File: config.mk
export PLATFORM = sky130hd
export DESIGN_NAME = wdog_cascade
export DESIGN_NICKNAME = d
export VERILOG_FILES = /design/src/rtl/wdc_pkg.sv /design/src/rtl/wdc_prescaler.sv /design/src/rtl/wdc_timer.sv /design/src/rtl/wdc_dog.sv /design/src/rtl/wdog_cascade.sv
export SDC_FILE = /design/constraint.sdc
export NUM_CORES = 1
export LEC_CHECK = 0
export ABC_AREA = 1
export BUFFER_PORTS_ARGS = -buffer_cell sky130_fd_sc_hd__buf_4
export CAP_MARGIN = 25
export CORE_ASPECT_RATIO = 0.5
export CORE_UTILIZATION = 67
export DETAILED_ROUTE_END_ITERATION = 10
export PLACE_DENSITY = 0.84
export SYNTH_ARGS = -nofsm -noshare
export SYNTH_HDL_FRONTEND = slang
export SYNTH_SLANG_ARGS = --single-unit
File: constraint.sdc
create_clock -name clk -period 4.1 [get_ports clk]
set_input_delay 0.615 -clock clk [delete_from_list [all_inputs] [get_ports clk]]
set_output_delay 0.615 -clock clk [all_outputs]
set_load 0.05 [all_outputs]
File: src/rtl/wdc_pkg.sv
package wdc_pkg;
  localparam int RLD_W = 16;
  localparam int WD_W  = 8;

  typedef enum logic [2:0] {
    A_CFG  = 3'd0,
    A_TPRE = 3'd1,
    A_WPRE = 3'd2,
    A_RLO  = 3'd3,
    A_RHI  = 3'd4,
    A_WCNT = 3'd5,
    A_CSR  = 3'd6,
    A_SVC  = 3'd7
  } addr_e;

  localparam logic [7:0] FEED_KEY = 8'h5C;
  localparam logic [7:0] STOP_K1  = 8'h87;
  localparam logic [7:0] STOP_K2  = 8'h61;
  localparam logic [7:0] STOP_K3  = 8'h63;

  typedef enum logic [1:0] {
    SQ_IDLE = 2'd0,
    SQ_ONE  = 2'd1,
    SQ_TWO  = 2'd2
  } stop_st_e;
endpackage

File: src/rtl/wdc_prescaler.sv
module wdc_prescaler #(
  parameter int EXP_W = 4
) (
  input  logic             clk,
  input  logic             rst_n,
  input  logic             en,
  input  logic             clr,
  input  logic [EXP_W-1:0] ratio_log2,
  output logic             tick
);
  localparam int CNT_W = (1 << EXP_W) - 1;
  localparam logic [CNT_W-1:0] ONE = CNT_W'(1);

  logic [CNT_W-1:0] cnt_q, cnt_d, mask;

  always_comb begin
    mask = (ONE << ratio_log2) - ONE;
    tick = en && !clr && ((cnt_q & mask) == mask);
    cnt_d = cnt_q;
    if (clr)     cnt_d = '0;
    else if (en) cnt_d = cnt_q + ONE;
  end

  always_ff @(posedge clk or negedge rst_n) begin
    if (!rst_n) cnt_q <= '0;
    else        cnt_q <= cnt_d;
  end
endmodule

File: src/rtl/wdc_timer.sv
module wdc_timer #(
  parameter int W = 16
) (
  input  logic         clk,
  input  logic         rst_n,
  input  logic         tick,
  input  logic         load,
  input  logic [W-1:0] reload_val,
  output logic         evt
);
  logic [W-1:0] cnt_q, cnt_d;
  logic         evt_q, evt_d;

  always_comb begin
    cnt_d = cnt_q;
    evt_d = 1'b0;
    if (load) begin
      cnt_d = reload_val;
    end else if (tick) begin
      if (cnt_q == '0) begin
        cnt_d = reload_val;
        evt_d = 1'b1;
      end else begin
        cnt_d = cnt_q - W'(1);
      end
    end
  end

  always_ff @(posedge clk or negedge rst_n) begin
    if (!rst_n) begin
      cnt_q <= '0;
      evt_q <= 1'b0;
    end else begin
      cnt_q <= cnt_d;
      evt_q <= evt_d;
    end
  end

  assign evt = evt_q;


  evt_after_tick_chk: assert property (@(posedge clk) disable iff (!rst_n)
    evt_q |-> $past(tick));
endmodule

File: src/rtl/wdc_dog.sv
module wdc_dog
  import wdc_pkg::*;
#(
  parameter int CW = 8,
  parameter logic [CW-1:0] RST_CNT = '1
) (
  input  logic          clk,
  input  logic          rst_n,
  input  logic          tick,
  input  logic          svc_wr,
  input  logic [7:0]    svc_byte,
  input  logic          feed_en,
  input  logic [CW-1:0] preset,
  output logic          run,
  output logic          fire,
  output logic          feed
);
  stop_st_e      seq_q, seq_d;
  logic          run_q, run_d, fire_q, fire_d, stop_hit, feed_hit;
  logic [CW-1:0] cnt_q, cnt_d;

  always_comb begin
    seq_d    = seq_q;
    stop_hit = 1'b0;
    feed_hit = 1'b0;
    if (svc_wr) begin
      if (svc_byte == STOP_K1)                         seq_d = SQ_ONE;
      else if (seq_q == SQ_ONE && svc_byte == STOP_K2) seq_d = SQ_TWO;
      else if (seq_q == SQ_TWO && svc_byte == STOP_K3) begin
        seq_d    = SQ_IDLE;
        stop_hit = 1'b1;
      end else                                          seq_d = SQ_IDLE;
      feed_hit = feed_en && (svc_byte == FEED_KEY);
    end
  end

  always_comb begin
    run_d  = run_q;
    cnt_d  = cnt_q;
    fire_d = 1'b0;
    if (stop_hit) begin
      run_d = 1'b0;
    end else if (feed_hit) begin
      run_d = 1'b1;
      cnt_d = preset;
    end else if (tick && run_q) begin
      if (cnt_q == CW'(1)) begin
        fire_d = 1'b1;
        cnt_d  = preset;
      end else begin
        cnt_d = cnt_q - CW'(1);
      end
    end
  end

  always_ff @(posedge clk or negedge rst_n) begin
    if (!rst_n) begin
      seq_q  <= SQ_IDLE;
      run_q  <= 1'b1;
      cnt_q  <= RST_CNT;
      fire_q <= 1'b0;
    end else begin
      seq_q  <= seq_d;
      run_q  <= run_d;
      cnt_q  <= cnt_d;
      fire_q <= fire_d;
    end
  end

  assign run  = run_q;
  assign fire = fire_q;
  assign feed = feed_hit;


  stop_clears_run_chk: assert property (@(posedge clk) disable iff (!rst_n)
    stop_hit |=> !run_q);

  feed_loads_cnt_chk: assert property (@(posedge clk) disable iff (!rst_n)
    feed_hit |=> (run_q && cnt_q == $past(preset)));

  no_fire_stopped_chk: assert property (@(posedge clk) disable iff (!rst_n)
    fire_q |-> $past(run_q));
endmodule

File: src/rtl/wdog_cascade.sv
module wdog_cascade
  import wdc_pkg::*;
#(
  parameter int EXP_W = 4,
  parameter logic [WD_W-1:0] WD_RST_CNT = 8'hFF
) (
  input  logic       clk,
  input  logic       rst_n,
  input  logic       reg_wr,
  input  logic [2:0] reg_addr,
  input  logic [7:0] reg_wdata,
  output logic [7:0] reg_rdata,
  output logic       tmr_evt,
  output logic       wd_rst
);
  localparam int PAD_W = 8 - EXP_W;

  logic             feed_en_q, feed_en_d, wsrc_q, wsrc_d;
  logic [3:0]       lock_q, lock_d;
  logic [EXP_W-1:0] tpre_q, tpre_d, wpre_q, wpre_d;
  logic [RLD_W-1:0] rel_q, rel_d;
  logic [WD_W-1:0]  wpreset_q, wpreset_d;
  logic             reload_q, reload_d, flag_q, flag_d, etd_q, etd_d;
  logic             wr_csr, rl_set, svc_wr;
  logic             t_tick, w_en, w_tick, dog_run, dog_fire, dog_feed;

  always_comb begin
    feed_en_d = feed_en_q;
    wsrc_d    = wsrc_q;
    lock_d    = lock_q;
    tpre_d    = tpre_q;
    wpre_d    = wpre_q;
    rel_d     = rel_q;
    wpreset_d = wpreset_q;
    etd_d     = etd_q;
    wr_csr    = reg_wr && (reg_addr == A_CSR);
    rl_set    = wr_csr && reg_wdata[0];
    svc_wr    = reg_wr && (reg_addr == A_SVC);
    if (reg_wr) begin
      case (reg_addr)
        A_CFG: if (!lock_q[0]) begin
          feed_en_d = reg_wdata[5];
          wsrc_d    = reg_wdata[4];
          lock_d    = lock_q | reg_wdata[3:0];
        end
        A_TPRE: if (!lock_q[1]) tpre_d = reg_wdata[EXP_W-1:0];
        A_WPRE: if (!lock_q[1]) wpre_d = reg_wdata[EXP_W-1:0];
        A_RLO:  if (!lock_q[2]) rel_d[7:0]  = reg_wdata;
        A_RHI:  if (!lock_q[2]) rel_d[15:8] = reg_wdata;
        A_WCNT: if (!lock_q[3]) wpreset_d = reg_wdata;
        A_CSR:  etd_d = reg_wdata[2];
        default: ;
      endcase
    end
    reload_d = rl_set;
    flag_d   = flag_q;
    if (dog_fire)                       flag_d = 1'b1;
    else if (wr_csr && reg_wdata[1])    flag_d = 1'b0;
  end

  always_ff @(posedge clk or negedge rst_n) begin
    if (!rst_n) begin
      feed_en_q <= 1'b0;
      wsrc_q    <= 1'b0;
      lock_q    <= '0;
      tpre_q    <= '0;
      wpre_q    <= '0;
      rel_q     <= '0;
      wpreset_q <= WD_RST_CNT;
      reload_q  <= 1'b0;
      flag_q    <= 1'b0;
      etd_q     <= 1'b0;
    end else begin
      feed_en_q <= feed_en_d;
      wsrc_q    <= wsrc_d;
      lock_q    <= lock_d;
      tpre_q    <= tpre_d;
      wpre_q    <= wpre_d;
      rel_q     <= rel_d;
      wpreset_q <= wpreset_d;
      reload_q  <= reload_d;
      flag_q    <= flag_d;
      etd_q     <= etd_d;
    end
  end

  wdc_prescaler #(.EXP_W(EXP_W)) u_tpre (
    .clk(clk), .rst_n(rst_n), .en(1'b1), .clr(reload_q),
    .ratio_log2(tpre_q), .tick(t_tick)
  );

  wdc_timer #(.W(RLD_W)) u_tmr (
    .clk(clk), .rst_n(rst_n), .tick(t_tick), .load(reload_q),
    .reload_val(rel_q), .evt(tmr_evt)
  );

  assign w_en = wsrc_q ? t_tick : 1'b1;

  wdc_prescaler #(.EXP_W(EXP_W)) u_wpre (
    .clk(clk), .rst_n(rst_n), .en(w_en), .clr(dog_feed),
    .ratio_log2(wpre_q), .tick(w_tick)
  );

  wdc_dog #(.CW(WD_W), .RST_CNT(WD_RST_CNT)) u_dog (
    .clk(clk), .rst_n(rst_n), .tick(w_tick), .svc_wr(svc_wr),
    .svc_byte(reg_wdata), .feed_en(feed_en_q), .preset(wpreset_q),
    .run(dog_run), .fire(dog_fire), .feed(dog_feed)
  );

  assign wd_rst = dog_fire;

  always_comb begin
    case (reg_addr)
      A_CFG:   reg_rdata = {2'b00, feed_en_q, wsrc_q, lock_q};
      A_TPRE:  reg_rdata = {{PAD_W{1'b0}}, tpre_q};
      A_WPRE:  reg_rdata = {{PAD_W{1'b0}}, wpre_q};
      A_RLO:   reg_rdata = rel_q[7:0];
      A_RHI:   reg_rdata = rel_q[15:8];
      A_WCNT:  reg_rdata = wpreset_q;
      A_CSR:   reg_rdata = {4'b0000, dog_run, etd_q, flag_q, reload_q};
      default: reg_rdata = 8'h00;
    endcase
  end


  reload_self_clear_chk: assert property (@(posedge clk) disable iff (!rst_n)
    (reload_q && !rl_set) |=> !reload_q);

  lock_sticky_chk: assert property (@(posedge clk) disable iff (!rst_n)
    ((lock_q & $past(lock_q)) == $past(lock_q)));

  flag_on_fire_chk: assert property (@(posedge clk) disable iff (!rst_n)
    dog_fire |=> flag_q);
endmodule

After elaboration in Yosys (flattened, before gate mapping)

Index checks and enable logic that the tools add are counted.

Flip-flop bits (word level): 100
Output and inout bits: 10
Input bits: 14

Bitwise operators: 8
Eq/ne operators: 16
Muxes and demuxes: 30
Reduce and logical (&&, ||, !) cells: 29
Shift operators: 2
$add $sub $neg: 6

Operator list:

| operator                | count |
|---|---|
| $pmux W8 S7             | 1 |
| $mux W16                | 3 |
| $mux W15                | 3 |
| $add A15 B1 Y15 const B | 2 |
| $and A15 B15 Y15        | 2 |
| $eq A15 B15 Y1          | 2 |
| $shl A1 B4 Y15 const A  | 2 |
| $sub A15 B1 Y15 const B | 2 |
| $eq A8 B7 Y1 const B    | 3 |
| $mux W8                 | 3 |
| $mux W1                 | 18 |
| $reduce_and A3 Y1       | 6 |
| $logic_not A16 Y1       | 1 |
| $sub A16 B1 Y16 const B | 1 |
| $eq A3 B3 Y1 const B    | 4 |
| $logic_and A1 B1 Y1     | 11 |
| $reduce_bool A2 Y1      | 5 |
| $eq A8 B1 Y1 const B    | 1 |
| $eq A8 B8 Y1 const B    | 1 |
| $sub A8 B1 Y8 const B   | 1 |
| $eq A3 B2 Y1 const B    | 2 |
| $reduce_and A2 Y1       | 3 |
| $not A1 Y1              | 5 |
| $mux W2                 | 2 |
| other kinds (6)         | 7 |

Longest topological paths before layout

Depth in word-level cells: 12
Gate-level depth with buffers: 20
Mapped depth without buffers: 18

Modules after synthesis

A second synthesis with hierarchy kept.

Cell total of the unflattened synthesis: 982
Area, all modules: 6,752.7 um^2

By module, submodules not included:

| module        | times used | area an instance (um^2) | cells an instance |
|---|---|---|---|
| wdc_prescaler | 2          | 1,162.4                 | 178 |
| wdog_cascade  | 1          | 2,132.0                 | 271 |
| wdc_timer     | 1          | 1,373.8                 | 215 |
| wdc_dog       | 1          | 922.1                   | 140 |

Least setup slack after synthesis

OpenSTA, ideal clock, no wires.

Path type: input to output
Start point: in reg_addr[2]
End point: out reg_rdata[4]
Required time: 3,485 ps
Stages: 4
Slack: 1,631 ps
Path buffers: 0
Arrival: 1,854 ps
Path through: inv_1 > nor3_1 > inv_1 > o2111ai_1

Longest elaborated chain between the ends: 2
Elaborated cells between the ends (all ways): 8

RTL lines:

| what                                       | line                | RTL |
|---|---|---|
| from (decl)                                | wdog_cascade.sv:10  | `input logic [2:0] reg_addr,` |
| $eq A3 B3 Y1, or another cell as far along | wdog_cascade.sv:113 | `case (reg_addr)` |
| $pmux W8 S7 (*)                            | wdog_cascade.sv:113 |  |
| to (decl)                                  | wdog_cascade.sv:12  | `output logic [7:0] reg_rdata,` |

Mark *: on every way between the ends. The rest lies on a longest branch, timed or not.

Worst setup path in the final report

Start point: reg tpre_q[1]
End point: reg u_tmr.cnt_q[5]

Longest elaborated chain between the ends: 6

RTL lines:

| what                                    | line                | RTL |
|---|---|---|
| from (decl)                             | wdog_cascade.sv:20  | `logic [EXP_W-1:0] tpre_q, tpre_d, wpre_q, wpre_d;` |
| from (signal assigned)                  | wdog_cascade.sv:77  | `tpre_q <= tpre_d;` |
| $shl A1 B4 Y15 (*)                      | wdc_prescaler.sv:17 | `mask = (ONE << ratio_log2) - ONE;` |
| $sub A15 B1 Y15 (*)                     | wdc_prescaler.sv:17 |  |
| $and A15 B15 Y15                        | wdc_prescaler.sv:18 | `tick = en && !clr && ((cnt_q & mask) == mask);` |
| $eq A15 B15 Y1 (*)                      | wdc_prescaler.sv:18 |  |
| $logic_and A1 B1 Y1 (*)                 | wdc_prescaler.sv:18 |  |
| $reduce_bool A2 Y1 (no source line) (*) | n/a                 |  |
| to (signal assigned)                    | wdc_timer.sv:34     | `cnt_q <= cnt_d;` |
| to (decl)                               | wdc_timer.sv:11     | `logic [W-1:0] cnt_q, cnt_d;` |

Marked as above.
A chain may end at the register's enable or synchronous reset.

==> key figures <==
Run status
  • Status: complete, no violations

Hold path
  • Worst hold path type: primary input to async pin

STA
  • Final slew viol count: 0
  • Post-layout min period: 3100 ps
  • Tcrit/Tclk final: 75.6%
  • Fmax: 0.323 GHz
  • Fin. Hold Viols: 0
  • Clk_skew: 9.54 ps
  • Least-Margin Pin Slew: 861 ps
  • Post-Route Setup TNS: 0 ps
  • Worst relative slew slack: 42.5%
  • Unrepaired setup endpoints after global routing: false
  • Setup violators final: 0

Placed design
  • DP Wirelength: 10.4 mm
  • GP Congestion: 0.992
  • Area post-placement: 0.00634 mm2
  • # port buffers: 23

Drt
  • Post-route DRC: 0
  • Routed wire length: 14.4 mm
  • Drt pass-1 iters: 6
  • Avg WL per Cell: 14.8 um
  • 1st-iter DRT viols: 651
  • DRT antenna net count: 0
  • DR vias: 5,572
  • Vias per cell: 5.71

Final layout
  • Fillcell total: 667
  • Final non-filler cell area: 0.00668 mm2
  • # diodes: 0
  • Area Growth Syn to Fin: 8.67%
  • NumNets Final: 876
  • Share of cells above drive strength 1: 12.2%

Clocking
  • Clk_lat worst skew: 350 ps
  • Clk pin slew, worst setup/hold paths: 70 ps
  • CTS tree: built
  • TritonCTS Sinks: 100
  • H-Tree Level Count: 3
  • Number of buffers created by CTS: 9
  • Post-cts sizing count: 0
  • CTS root buffer: clkbuf_16
  • # hold bufs at CTS: 0
  • Post-CTS setup buffers: 0
  • Deepest clock path buffer count: 2

Setup path
  • WP data arrival: 3340 ps
  • R2r startpoint: tpre_q[1]
  • Reg2reg end: u_tmr.cnt_q[5]
  • CP required: 4340 ps
  • Worst Path Max Fanout: 30
  • R2R cell count: 16
  • Startpoint types: flop
  • Reg2reg setup slack: 1000 ps
  • Worst Setup Path Type: flop to flop
  • Worst setup EP type: flop

Global routing
  • GRT Total Usage: 32.6%
  • Largest net degree at the start of global routing: 85
  • Number of global-route vias before repair: 5,012
  • Initial antenna violation count: 0
  • Aggregate global routing overflow: 0
  • First-pass GRT wire length: 24.2 mm

Yosys
  • Yosys warnings: 0
  • Post-synth cell types: 46
  • Post-synth EDFFs: 0
  • Most used flip-flop cell after synthesis: dfrtp_1
  • Syn_nets: 859
  • Top cells by area, synth: dfrtp_1 34%, nand2_1 13%, dfstp_2 7.3%
  • Cell count after synthesis: 837
  • Yosys top cell area share: 33.8%
  • Mapped cell area: 0.00615 mm2
  • Post-synthesis sequential area ratio: 41.1%
  • Area leader, netlist: dfrtp_1
  • Synthesis-stage register bit count: 100
  • Ys async rst share: 100%
  • Post-Syn Area per Cell: 7.34 um2

Power and ir drop
  • VDD IR max: 0.000310 V
  • Lkg Pwr: 3.21 nW
  • Power Density: 521 mW/mm2
  • Pwr Total: 0.00348 W

Floorplanning
  • Die footprint: 0.00958 mm2
  • Number of cell rows: 24
  • Die width: 137 um
  • Area of the core: 0.00880 mm2
  • Ports: 24
  • Die height: 69.7 um
  • Starting Density: 69.9%

Job
  • Max Cap Viol: 0
cells in the mapped netlist, types with 6 or more instances:
cell type	number
a21oi_1	37
buf_6	6
clkbuf_1	7
dfrtp_1	83
dfstp_2	17
ha_1	8
inv_1	95
inv_2	11
nand2_1	207
nand2_2	8
nand3_1	53
nand4_1	12
nor2_1	92
nor3_1	21
nor4_1	6
o211ai_1	7
o21ai_0	74
o21ai_1	6
o21ai_2	8
o21bai_1	6
o22ai_1	7
xor2_1	18
flip-flops by register name, indices dropped and copies added (netlist names):
| signal | cells |
|---|---|
| wpre_q | 4 |
| etd_q | 1 |
| reload_q | 1 |
| wpreset_q | 8 |
| u_dog.run | 1 |
| u_tpre.cnt_q | 15 |
| feed_en_q | 1 |
| lock_q | 4 |
| u_dog.fire | 1 |
| tpre_q | 4 |
| rel_q | 16 |
| u_dog.seq_q | 2 |
| u_wpre.cnt_q | 15 |
| flag_q | 1 |
| u_tmr.evt | 1 |
| u_tmr.cnt_q | 16 |
| u_dog.cnt_q | 8 |
| wsrc_q | 1 |
area by class of cell:
class | instances | area [um2] | share of cell area [%]
tap | 117 | 146 | 2.19
clock inverter | 6 | 65.1 | 0.974
multi-input combinational | 610 | 3080 | 46.0
inverter | 108 | 410 | 6.14
timing repair buffer | 25 | 208 | 3.11
sequential | 100 | 2520 | 37.8
clock buffer | 10 | 250 | 3.75
cells in the final DEF, fill, tap and decap left out, drive strengths merged, types with 2 or more instances in the layout:
cell type | synthesis | routed
nand2 | 219 | 219
inv | 107 | 111
nor2 | 99 | 99
o21ai | 88 | 88
dfrtp | 83 | 83
nand3 | 56 | 56
a21oi | 38 | 38
buf | 12 | 25
nor3 | 23 | 23
xor2 | 18 | 18
dfstp | 17 | 17
nand4 | 12 | 12
clkbuf | 7 | 10
ha | 8 | 8
o22ai | 7 | 7
o211ai | 7 | 7
nor4 | 6 | 6
o21bai | 6 | 6
a221oi | 4 | 4
xnor2 | 4 | 4
a31oi | 3 | 3
o2111ai | 2 | 2
o221ai | 2 | 2
or2 | 2 | 2
nand3b | 2 | 2
clkinv | 1 | 2
critical path: stages, from the launching register on:
cell and delay, ps:
dfrtp_1 580, inv_2 100, nand2_2 110, inv_2 60
nand2_2 70, ha_1 280, inv_1 100, a21oi_2 180
nand3_1 120, nand3_1 110, nand2_1 50, nor2_1 160
nand2_1 70, nand2_1 630, o21ai_0 200, nand2_1 100
nand2_1 50
per-layer routing:
| metal | global-route usage (%) | wire (um) |
|---|---|---|
| met2 | 48.7 | 6300 |
| met5 | 0 | 0 |
| met3 | 5.99 | 918 |
| met1 | 48.3 | 7030 |
| met4 | 8.91 | 174 |
worst max-delay path by stage:
stage	start	endpoint	slack, ps	depth (start not counted)
floorplan	reg_addr[2]	reg_rdata[4]	1630	4
global placement	tpre_q[1]	u_tmr.cnt_q[5]	1290	16
detailed placement	tpre_q[1]	u_tmr.cnt_q[5]	1130	16
CTS	tpre_q[1]	u_tmr.cnt_q[11]	1060	15
global route	tpre_q[1]	u_tmr.cnt_q[11]	720	15
finish	tpre_q[1]	u_tmr.cnt_q[5]	1000	16
cell families (layout without fill, tap and decap cells):
family / count (synthesis) / in the layout / synth area share (%)
buffers and inverters: 127 / 149 / 8.90
adder cells (fa/ha/maj): 8 / 8 / 1.63
XOR/XNOR: 22 / 22 / 3.14
AO/OA/AOI/OAI: 159 / 159 / 14.8
AND/OR/NAND/NOR: 421 / 421 / 30.5
flip-flops: 100 / 100 / 41.1
per-stage QoR:
step	hold WS [ps]	instances	setup WS (ps)	util (%)
after floorplan	319	837	1630	-
after global placement	460	959	1290	72.0
after detailed placement	463	959	1130	72.0
after CTS	477	975	1060	75.6
after global routing	190	976	721	75.9
final	172	976	1000	75.9
power breakdown:
part / internal [W] / leakage [nW] / switching (W) / total, W
registers: 0.00123 / 1.20 / 0.000234 / 0.00147
logic: 0.000411 / 1.85 / 0.000701 / 0.00111
clock network: 0.000514 / 0.159 / 0.000384 / 0.000898
total: 0.00216 / 3.21 / 0.00132 / 0.00348
(Power assumes the default switching activity.)
